### config.mk
export PLATFORM = sky130hd
export DESIGN_NAME = sram_wr_seq
export DESIGN_NICKNAME = d
export VERILOG_FILES = /design/src/rtl/sram_wr_pkg.sv /design/src/rtl/sram_wr_capture.sv /design/src/rtl/sram_wr_fsm.sv /design/src/rtl/sram_wr_pins.sv /design/src/rtl/sram_wr_seq.sv
export SDC_FILE = /design/constraint.sdc
export NUM_CORES = 1
export LEC_CHECK = 0
export ABC_CLOCK_PERIOD_IN_PS = 2000
export BUFFER_PORTS_ARGS = -buffer_cell sky130_fd_sc_hd__buf_2
export CORE_ASPECT_RATIO = 1.4
export CORE_UTILIZATION = 40
export CTS_BUF_LIST = sky130_fd_sc_hd__clkbuf_16
export DETAILED_ROUTE_END_ITERATION = 10
export GPL_TIMING_DRIVEN = 0
export PLACE_DENSITY = 0.67
export SLEW_MARGIN = 20
export SYNTH_ARGS = -nofsm -noshare
export SYNTH_HDL_FRONTEND = slang
export SYNTH_SLANG_ARGS = --single-unit
### constraint.sdc
create_clock -name clk -period 2 [get_ports clk]
set_clock_uncertainty 0.2 [all_clocks]
set_input_delay 0.2 -clock clk [delete_from_list [all_inputs] [get_ports clk]]
set_output_delay 0.2 -clock clk [all_outputs]
set_load 0.02 [all_outputs]
### src/rtl/sram_wr_pkg.sv
package sram_wr_pkg;

    localparam int NLANE = 2;

    typedef enum logic [2:0] {
        PH_IDLE,
        PH_SETUP,
        PH_PULSE,
        PH_HOLD,
        PH_RECOV
    } phase_e;

    typedef struct packed {
        logic [NLANE-1:0] be;
        logic             oe_low;
        logic             ce_strobe;
    } wr_ctl_t;

    typedef struct packed {
        logic             ce_n;
        logic             we_n;
        logic             oe_n;
        logic [NLANE-1:0] lane_n;
        logic             dq_oe;
    } pin_t;

    function automatic int imax(input int a, input int b);
        return (a > b) ? a : b;
    endfunction

    function automatic int cnt_width(input int v);
        return $clog2(v + 1) + 1;
    endfunction

endpackage

### src/rtl/sram_wr_capture.sv
module sram_wr_capture
    import sram_wr_pkg::*;
#(
    parameter int AW = 12,
    parameter int DW = 16
) (
    input  logic          clk,
    input  logic          rst,
    input  logic          take,
    input  logic [AW-1:0] addr_in,
    input  logic [DW-1:0] data_in,
    input  wr_ctl_t       ctl_in,
    output logic [AW-1:0] addr_q,
    output logic [DW-1:0] data_q,
    output wr_ctl_t       ctl_q
);

    always_ff @(posedge clk) begin
        if (rst) begin
            addr_q <= '0;
            data_q <= '0;
            ctl_q  <= '0;
        end else if (take) begin
            addr_q <= addr_in;
            data_q <= data_in;
            ctl_q  <= ctl_in;
        end
    end

endmodule

### src/rtl/sram_wr_fsm.sv
module sram_wr_fsm
    import sram_wr_pkg::*;
#(
    parameter int T_AS   = 2,
    parameter int T_PW   = 3,
    parameter int T_HZWE = 3,
    parameter int T_SD   = 2,
    parameter int T_HD   = 1,
    parameter int T_HA   = 2,
    parameter int T_WC   = 8,
    localparam int PW_EXT   = imax(T_PW, T_HZWE + T_SD),
    localparam int HOLD_N   = imax(T_HD, T_HA),
    localparam int USED_MAX = T_AS + PW_EXT + HOLD_N,
    localparam int CW       = cnt_width(imax(T_WC, USED_MAX))
) (
    input  logic          clk,
    input  logic          rst,
    input  logic          start,
    input  wr_ctl_t       ctl_in,
    output phase_e        phase,
    output logic [CW-1:0] left
);

    localparam logic [CW-1:0] ONE = CW'(1);

    logic [CW-1:0] plen_sel, used_sel, rec_sel;
    logic [CW-1:0] plen_q, rec_q;

    always_comb begin
        plen_sel = (ctl_in.oe_low && !ctl_in.ce_strobe) ? CW'(PW_EXT) : CW'(T_PW);
        used_sel = CW'(T_AS) + plen_sel + CW'(HOLD_N);
        rec_sel  = (CW'(T_WC) > used_sel) ? (CW'(T_WC) - used_sel) : '0;
    end

    always_ff @(posedge clk) begin
        if (rst) begin
            phase  <= PH_IDLE;
            left   <= '0;
            plen_q <= '0;
            rec_q  <= '0;
        end else begin
            case (phase)
                PH_IDLE: begin
                    if (start) begin
                        phase  <= PH_SETUP;
                        left   <= CW'(T_AS - 1);
                        plen_q <= plen_sel;
                        rec_q  <= rec_sel;
                    end
                end
                PH_SETUP: begin
                    if (left == '0) begin
                        phase <= PH_PULSE;
                        left  <= plen_q - ONE;
                    end else begin
                        left <= left - ONE;
                    end
                end
                PH_PULSE: begin
                    if (left == '0) begin
                        phase <= PH_HOLD;
                        left  <= CW'(HOLD_N - 1);
                    end else begin
                        left <= left - ONE;
                    end
                end
                PH_HOLD: begin
                    if (left == '0) begin
                        if (rec_q != '0) begin
                            phase <= PH_RECOV;
                            left  <= rec_q - ONE;
                        end else begin
                            phase <= PH_IDLE;
                        end
                    end else begin
                        left <= left - ONE;
                    end
                end
                PH_RECOV: begin
                    if (left == '0) phase <= PH_IDLE;
                    else            left  <= left - ONE;
                end
                default: phase <= PH_IDLE;
            endcase
        end
    end

endmodule

### src/rtl/sram_wr_pins.sv
module sram_wr_pins
    import sram_wr_pkg::*;
#(
    parameter int T_SD = 2,
    parameter int T_HD = 1,
    parameter int T_HA = 2,
    parameter int CW   = 5
) (
    input  phase_e        phase,
    input  logic [CW-1:0] left,
    input  wr_ctl_t       ctl,
    output pin_t          pins
);

    localparam int HOLD_N     = imax(T_HD, T_HA);
    localparam int DRIVE_FROM = HOLD_N - T_HD;

    logic             active, strobe, in_hold;
    logic [NLANE-1:0] lane_n;

    assign active  = (phase == PH_SETUP) || (phase == PH_PULSE) || (phase == PH_HOLD);
    assign strobe  = (phase == PH_PULSE);
    assign in_hold = (phase == PH_HOLD);

    for (genvar i = 0; i < NLANE; i++) begin : g_lane
        assign lane_n[i] = !(active && ctl.be[i]);
    end

    always_comb begin
        pins.ce_n   = ctl.ce_strobe ? !strobe : !active;
        pins.we_n   = ctl.ce_strobe ? !active : !strobe;
        pins.oe_n   = !(active && ctl.oe_low);
        pins.lane_n = lane_n;
        pins.dq_oe  = (strobe && (left < CW'(T_SD)))
                   || (in_hold && (left >= CW'(DRIVE_FROM)));
    end

endmodule

### src/rtl/sram_wr_seq.sv
module sram_wr_seq
    import sram_wr_pkg::*;
#(
    parameter int AW     = 12,
    parameter int DW     = 16,
    parameter int T_AS   = 2,
    parameter int T_PW   = 3,
    parameter int T_HZWE = 3,
    parameter int T_SD   = 2,
    parameter int T_HD   = 1,
    parameter int T_HA   = 2,
    parameter int T_WC   = 8
) (
    input  logic          clk,
    input  logic          rst,
    input  logic          req_valid,
    output logic          req_ready,
    input  logic [AW-1:0] req_addr,
    input  logic [DW-1:0] req_data,
    input  logic [1:0]    req_be,
    input  logic          req_oe_low,
    input  logic          req_ce_strobe,
    output logic [AW-1:0] sram_addr,
    output logic [DW-1:0] sram_dq_out,
    output logic          sram_dq_oe,
    output logic          sram_ce_n,
    output logic          sram_we_n,
    output logic          sram_oe_n,
    output logic          sram_ub_n,
    output logic          sram_lb_n,
    output logic          sram_sem_n
);

    localparam int PW_EXT   = imax(T_PW, T_HZWE + T_SD);
    localparam int HOLD_N   = imax(T_HD, T_HA);
    localparam int USED_MAX = T_AS + PW_EXT + HOLD_N;
    localparam int CW       = cnt_width(imax(T_WC, USED_MAX));

    wr_ctl_t       ctl_in, ctl_q;
    phase_e        phase;
    logic [CW-1:0] left;
    logic          take;
    pin_t          pins;

    assign ctl_in = '{be: req_be, oe_low: req_oe_low, ce_strobe: req_ce_strobe};
    assign req_ready = (phase == PH_IDLE);
    assign take = req_valid && req_ready;

    sram_wr_capture #(.AW(AW), .DW(DW)) cap_i (
        .clk(clk), .rst(rst), .take(take),
        .addr_in(req_addr), .data_in(req_data), .ctl_in(ctl_in),
        .addr_q(sram_addr), .data_q(sram_dq_out), .ctl_q(ctl_q)
    );

    sram_wr_fsm #(
        .T_AS(T_AS), .T_PW(T_PW), .T_HZWE(T_HZWE), .T_SD(T_SD),
        .T_HD(T_HD), .T_HA(T_HA), .T_WC(T_WC)
    ) fsm_i (
        .clk(clk), .rst(rst), .start(take), .ctl_in(ctl_in),
        .phase(phase), .left(left)
    );

    sram_wr_pins #(.T_SD(T_SD), .T_HD(T_HD), .T_HA(T_HA), .CW(CW)) pins_i (
        .phase(phase), .left(left), .ctl(ctl_q), .pins(pins)
    );

    assign sram_ce_n  = pins.ce_n;
    assign sram_we_n  = pins.we_n;
    assign sram_oe_n  = pins.oe_n;
    assign sram_ub_n  = pins.lane_n[1];
    assign sram_lb_n  = pins.lane_n[0];
    assign sram_dq_oe = pins.dq_oe;
    assign sram_sem_n = 1'b1;

endmodule

==> flow_results.xml <==
<?xml version="1.0" encoding="UTF-8"?>
<metrics>
  <group name="place">
    <metric name="hpwl" unit="mm">3.51</metric>
    <metric name="port_buffer_cells" unit="">68</metric>
    <metric name="dp_slack" unit="ps">-87.4</metric>
    <metric name="globalplace.congestion" unit="">0.844</metric>
  </group>
  <group name="outcome">
    <metric name="outcome" unit="">finished clean</metric>
  </group>
  <group name="floorplanning">
    <metric name="die_height" unit="um">84.8</metric>
    <metric name="initial_core_util" unit="%">42.5</metric>
    <metric name="fp.dieArea" unit="um^2">5180</metric>
    <metric name="floorplan.rows" unit="">29</metric>
    <metric name="die_w" unit="um">61.1</metric>
    <metric name="coreArea" unit="um^2">4610</metric>
    <metric name="ios" unit="">71</metric>
  </group>
  <group name="power_and_ir_drop">
    <metric name="switchingPower" unit="uW">1650</metric>
    <metric name="power.share.switching" unit="%">41.2</metric>
    <metric name="power_frac_clock" unit="%">19.4</metric>
    <metric name="pwr-share-seq" unit="%">29.6</metric>
    <metric name="worst_ir_drop_vdd" unit="mV">1.03</metric>
    <metric name="power.density" unit="nW/um^2">1370</metric>
    <metric name="total_leakage_power" unit="uW">0.00128</metric>
    <metric name="intPower" unit="uW">2350</metric>
    <metric name="share_comb_of_total_power" unit="%">51.1</metric>
  </group>
  <group name="yosys">
    <metric name="yosysUniqueCellTypes" unit="">39</metric>
    <metric name="yosys_register_bits" unit="">43</metric>
    <metric name="synth_sequential_area_ratio" unit="%">44.0</metric>
    <metric name="synth.yosys.warnings" unit="">0</metric>
    <metric name="mappedNetlistArea" unit="um^2">1960</metric>
    <metric name="postSynthCellCount" unit="">257</metric>
    <metric name="postSynthAreaPerCell" unit="um^2">7.62</metric>
    <metric name="mappedNetlistNets" unit="">296</metric>
  </group>
  <group name="global_routing">
    <metric name="grt_start_max_net_pins" unit="">14</metric>
    <metric name="antenna_found_initial" unit="">0</metric>
    <metric name="grt.total_usage" unit="%">22.8</metric>
    <metric name="total_overflow_reported_by_the_global_router" unit="">0</metric>
    <metric name="first_global_vias" unit="">2093</metric>
    <metric name="grt_pass1_wl" unit="mm">9.14</metric>
  </group>
  <group name="clock_tree">
    <metric name="post-cts-setup-buffers" unit="">0</metric>
    <metric name="h-tree-depth" unit="">2</metric>
    <metric name="cts_buffers" unit="">5</metric>
    <metric name="tritoncts_num_sinks" unit="">43</metric>
    <metric name="cts_tree" unit="">built</metric>
    <metric name="clock_path_buffers" unit="">2</metric>
    <metric name="clk-insertion-delay-late" unit="ps">280</metric>
    <metric name="clkSlewWorstSetupHoldPaths" unit="ps">60</metric>
    <metric name="cell_at_the_root_of_the_clock_tree" unit="">clkbuf_16</metric>
  </group>
  <group name="worst_setup_path">
    <metric name="critical-path-top-delay-family" unit="">simple AND/OR/NAND/NOR gates</metric>
    <metric name="critPathLaunch" unit="">fsm_i.left[0]</metric>
    <metric name="worst_path_largest_cell_delay" unit="ps">460</metric>
    <metric name="worst-endpoint-required" unit="ps">1960</metric>
    <metric name="critPathSlowestCell" unit="">or4b_4</metric>
    <metric name="cp.depth" unit="">8</metric>
    <metric name="cp.arrival" unit="ps">1870</metric>
    <metric name="timing.critical_path.from_type" unit="">flop</metric>
    <metric name="worst_setup_path_end_kind" unit="">flop</metric>
    <metric name="cp.buffers_inverters" unit="">2</metric>
    <metric name="timing.reg2reg.worst_path_depth" unit="">8</metric>
    <metric name="regToRegEndpoint" unit="">fsm_i.left[4]</metric>
    <metric name="crit_path_cell_trace" unit="">inv_2, ha_4, or4b_4, buf_6, o21ai_2, a31oi_1, o21ai_1, o21ai_1</metric>
    <metric name="worstSetupPathType" unit="">reg2reg</metric>
    <metric name="critPathMaxFanout" unit="">6</metric>
    <metric name="critical_path_s_most_frequent_cell" unit="">o21ai_1</metric>
    <metric name="reg2reg_slack" unit="ps">90</metric>
    <metric name="r2r_start" unit="">fsm_i.left[0]</metric>
    <metric name="timing.critical_path.to" unit="">fsm_i.left[4]</metric>
  </group>
  <group name="finish">
    <metric name="diodes" unit="">0</metric>
    <metric name="leading_cell_type_in_the_layout_fill_and_taps_excluded" unit="">buf_2</metric>
    <metric name="post_route_cells_drive_above_1_share" unit="%">29.3</metric>
    <metric name="final_net_count" unit="">403</metric>
    <metric name="final_util" unit="%">63.4</metric>
    <metric name="layout.cells.most_common_list" unit="">buf_2 (78), nand2_1 (72), dfxtp_1 (41)</metric>
    <metric name="areaGrowthSynthToFinish" unit="%">49.1</metric>
  </group>
  <group name="detailed_routing">
    <metric name="detail_route.vias_per_cell" unit="">4.89</metric>
    <metric name="drt_first_iter_violations" unit="">64</metric>
    <metric name="drt_wl_total" unit="mm">5.34</metric>
    <metric name="ant_nets" unit="">0</metric>
    <metric name="wire_per_inst" unit="um">12.5</metric>
    <metric name="drt-pass1-iter-count" unit="">4</metric>
    <metric name="vias_after_detailed_routing" unit="">2090</metric>
    <metric name="route.detailed.drc" unit="">0</metric>
  </group>
  <group name="timing">
    <metric name="final.period_utilization" unit="%">95.6</metric>
    <metric name="rsz0062_at_grt" unit="">true</metric>
    <metric name="setup_ws" unit="ps">88.0</metric>
    <metric name="fmaxAchievable" unit="MHz">523</metric>
    <metric name="setup_viol" unit="">0</metric>
    <metric name="timing_max_transition_violations_final" unit="">0</metric>
    <metric name="crit_path_time_final" unit="ps">1910</metric>
    <metric name="hold_viol" unit="">0</metric>
  </group>
  <group name="worst_hold_path">
    <metric name="hold_path_class" unit="">in2reg</metric>
  </group>
  <group name="flow_run">
    <metric name="cap_viol_max_count" unit="">0</metric>
  </group>
</metrics>
==> flip-flops by register name, summed over array words and instances, names as in the netlist <==
| signal | flops |
|---|---|
| cap_i.addr_q | 12 |
| fsm_i.left | 5 |
| fsm_i.plen_q | 2 |
| fsm_i.rec_q | 1 |
| cap_i.data_q | 16 |
| fsm_i.phase | 3 |
| cap_i.ctl_q | 4 |
==> repair_timing <==
item / CTS / global route
gates resized for setup: 6 / 19
hold endpoints to repair: 32 / 0
endpoints found under the setup margin: 9 / 29
hold buffers: 32 / 0
pin swaps: 0 / 0
==> per-layer routing <==
metal	vias up	global-route usage [%]	part of all wire [%]
met5	-	0	0
met4	0	8.47	1.9
met3	9	5.24	5.4
met1	944	26.3	40
met2	59	39.5	53
li1	1078	-	-
==> how the worst min path moves through the flow <==
| stage | startpoint | end | slack, ps | cells past startpoint |
|---|---|---|---|---|
| after floorplan | req_oe_low | cap_i.ctl_q[1] | 140 | 2 |
| after global placement | cap_i.data_q[5] | cap_i.data_q[5] | 240 | 2 |
| final | req_valid | fsm_i.phase[0] | 70 | 3 |
| after detailed placement | cap_i.data_q[8] | cap_i.data_q[8] | 240 | 2 |
| after CTS | req_valid | fsm_i.phase[0] | 70 | 3 |
| after global routing | req_valid | fsm_i.phase[0] | 100 | 3 |
==> Yosys cell counts <==
cell type | count | share of area [%]
nor3_2 | 1 | 0.51
o211a_1 | 1 | 0.51
a221oi_1 | 1 | 0.45
nor4_1 | 4 | 1.3
xnor2_1 | 2 | 0.89
nand2b_1 | 2 | 0.64
xor2_1 | 2 | 0.89
o32a_1 | 1 | 0.51
buf_4 | 1 | 0.38
o21ai_1 | 5 | 1.3
buf_2 | 11 | 2.8
a21oi_1 | 40 | 10
dfxtp_1 | 43 | 44
nor2_2 | 1 | 0.32
inv_1 | 5 | 0.96
nor3b_1 | 2 | 0.77
buf_1 | 2 | 0.38
nor2b_1 | 8 | 2.6
nor3_1 | 3 | 0.77
a21o_1 | 2 | 0.77
conb_1 | 1 | 0.19
nand2_1 | 73 | 14
o21ai_0 | 3 | 0.77
a2bb2oi_1 | 1 | 0.45
buf_6 | 1 | 0.58
clkbuf_1 | 7 | 1.3
ha_1 | 4 | 2.6
or4b_1 | 1 | 0.51
nor4b_2 | 1 | 0.77
a31oi_1 | 2 | 0.64
and2_1 | 1 | 0.32
a211o_1 | 1 | 0.45
nand3_1 | 8 | 2.0
a211oi_1 | 2 | 0.77
nor2_1 | 7 | 1.3
o22ai_1 | 3 | 0.96
nand4_1 | 1 | 0.32
o31ai_1 | 2 | 0.77
nand3b_1 | 1 | 0.38
==> cell families (layout without fill, tap and decap cells) <==
kind of cell               count (synthesis)  count (layout)  synth area share [%]
DFF                                       43              43                  44.0
AOI/OAI and AO/OA                         64              64                  18.5
adders and majority gates                  4               4                  2.56
and+or+nand+nor                          114             114                  26.5
buffers and inverters                     27             135                  6.45
xor gates and xnor gates                   4               4                  1.79
other                                      1               1                 0.192
==> per-stage QoR <==
step	power, uW	setup TNS, ps	area (um^2)	std cells	hold slack (ps)
2_1_floorplan	2500	0	1960	257	136
3_3_place_gp	2960	-93.2	2380	387	239
3_5_place_dp	2970	-205	2380	387	245
4_1_cts	3850	0	2860	427	69.9
5_1_grt	4290	-26.9	2920	427	98.1
6_report	4000	0	2920	427	71.5
==> tightest hold or removal path: cells and delay by family <==
kind	cells	cell delay, ps
AO/OA/AOI/OAI	1	80
AND/OR/NAND/NOR	1	110
buffers and inverters	1	110
==> cell type report <==
| type | instances | area [um^2] |
|---|---|---|
| flip-flops and latches | 43 | 863 |
| well taps | 62 | 77.6 |
| plain buffers | 22 | 123 |
| inverters | 5 | 18.8 |
| clock buffers | 5 | 125 |
| fillers | 423 | 1690 |
| multi-input cells | 187 | 1040 |
| repair buffers | 100 | 661 |
| clock inverters | 3 | 16.3 |
==> power groups by stage <==
stage	clock network (uW)	registers [uW]	logic, uW
after global placement	0	1180	1780
after floorplan	0	1300	1200
after CTS	794	1170	1890
after global routing	822	1200	2270
after detailed placement	0	1190	1780
final	775	1180	2040
No activity file was read; power rests on OpenSTA's default activity.
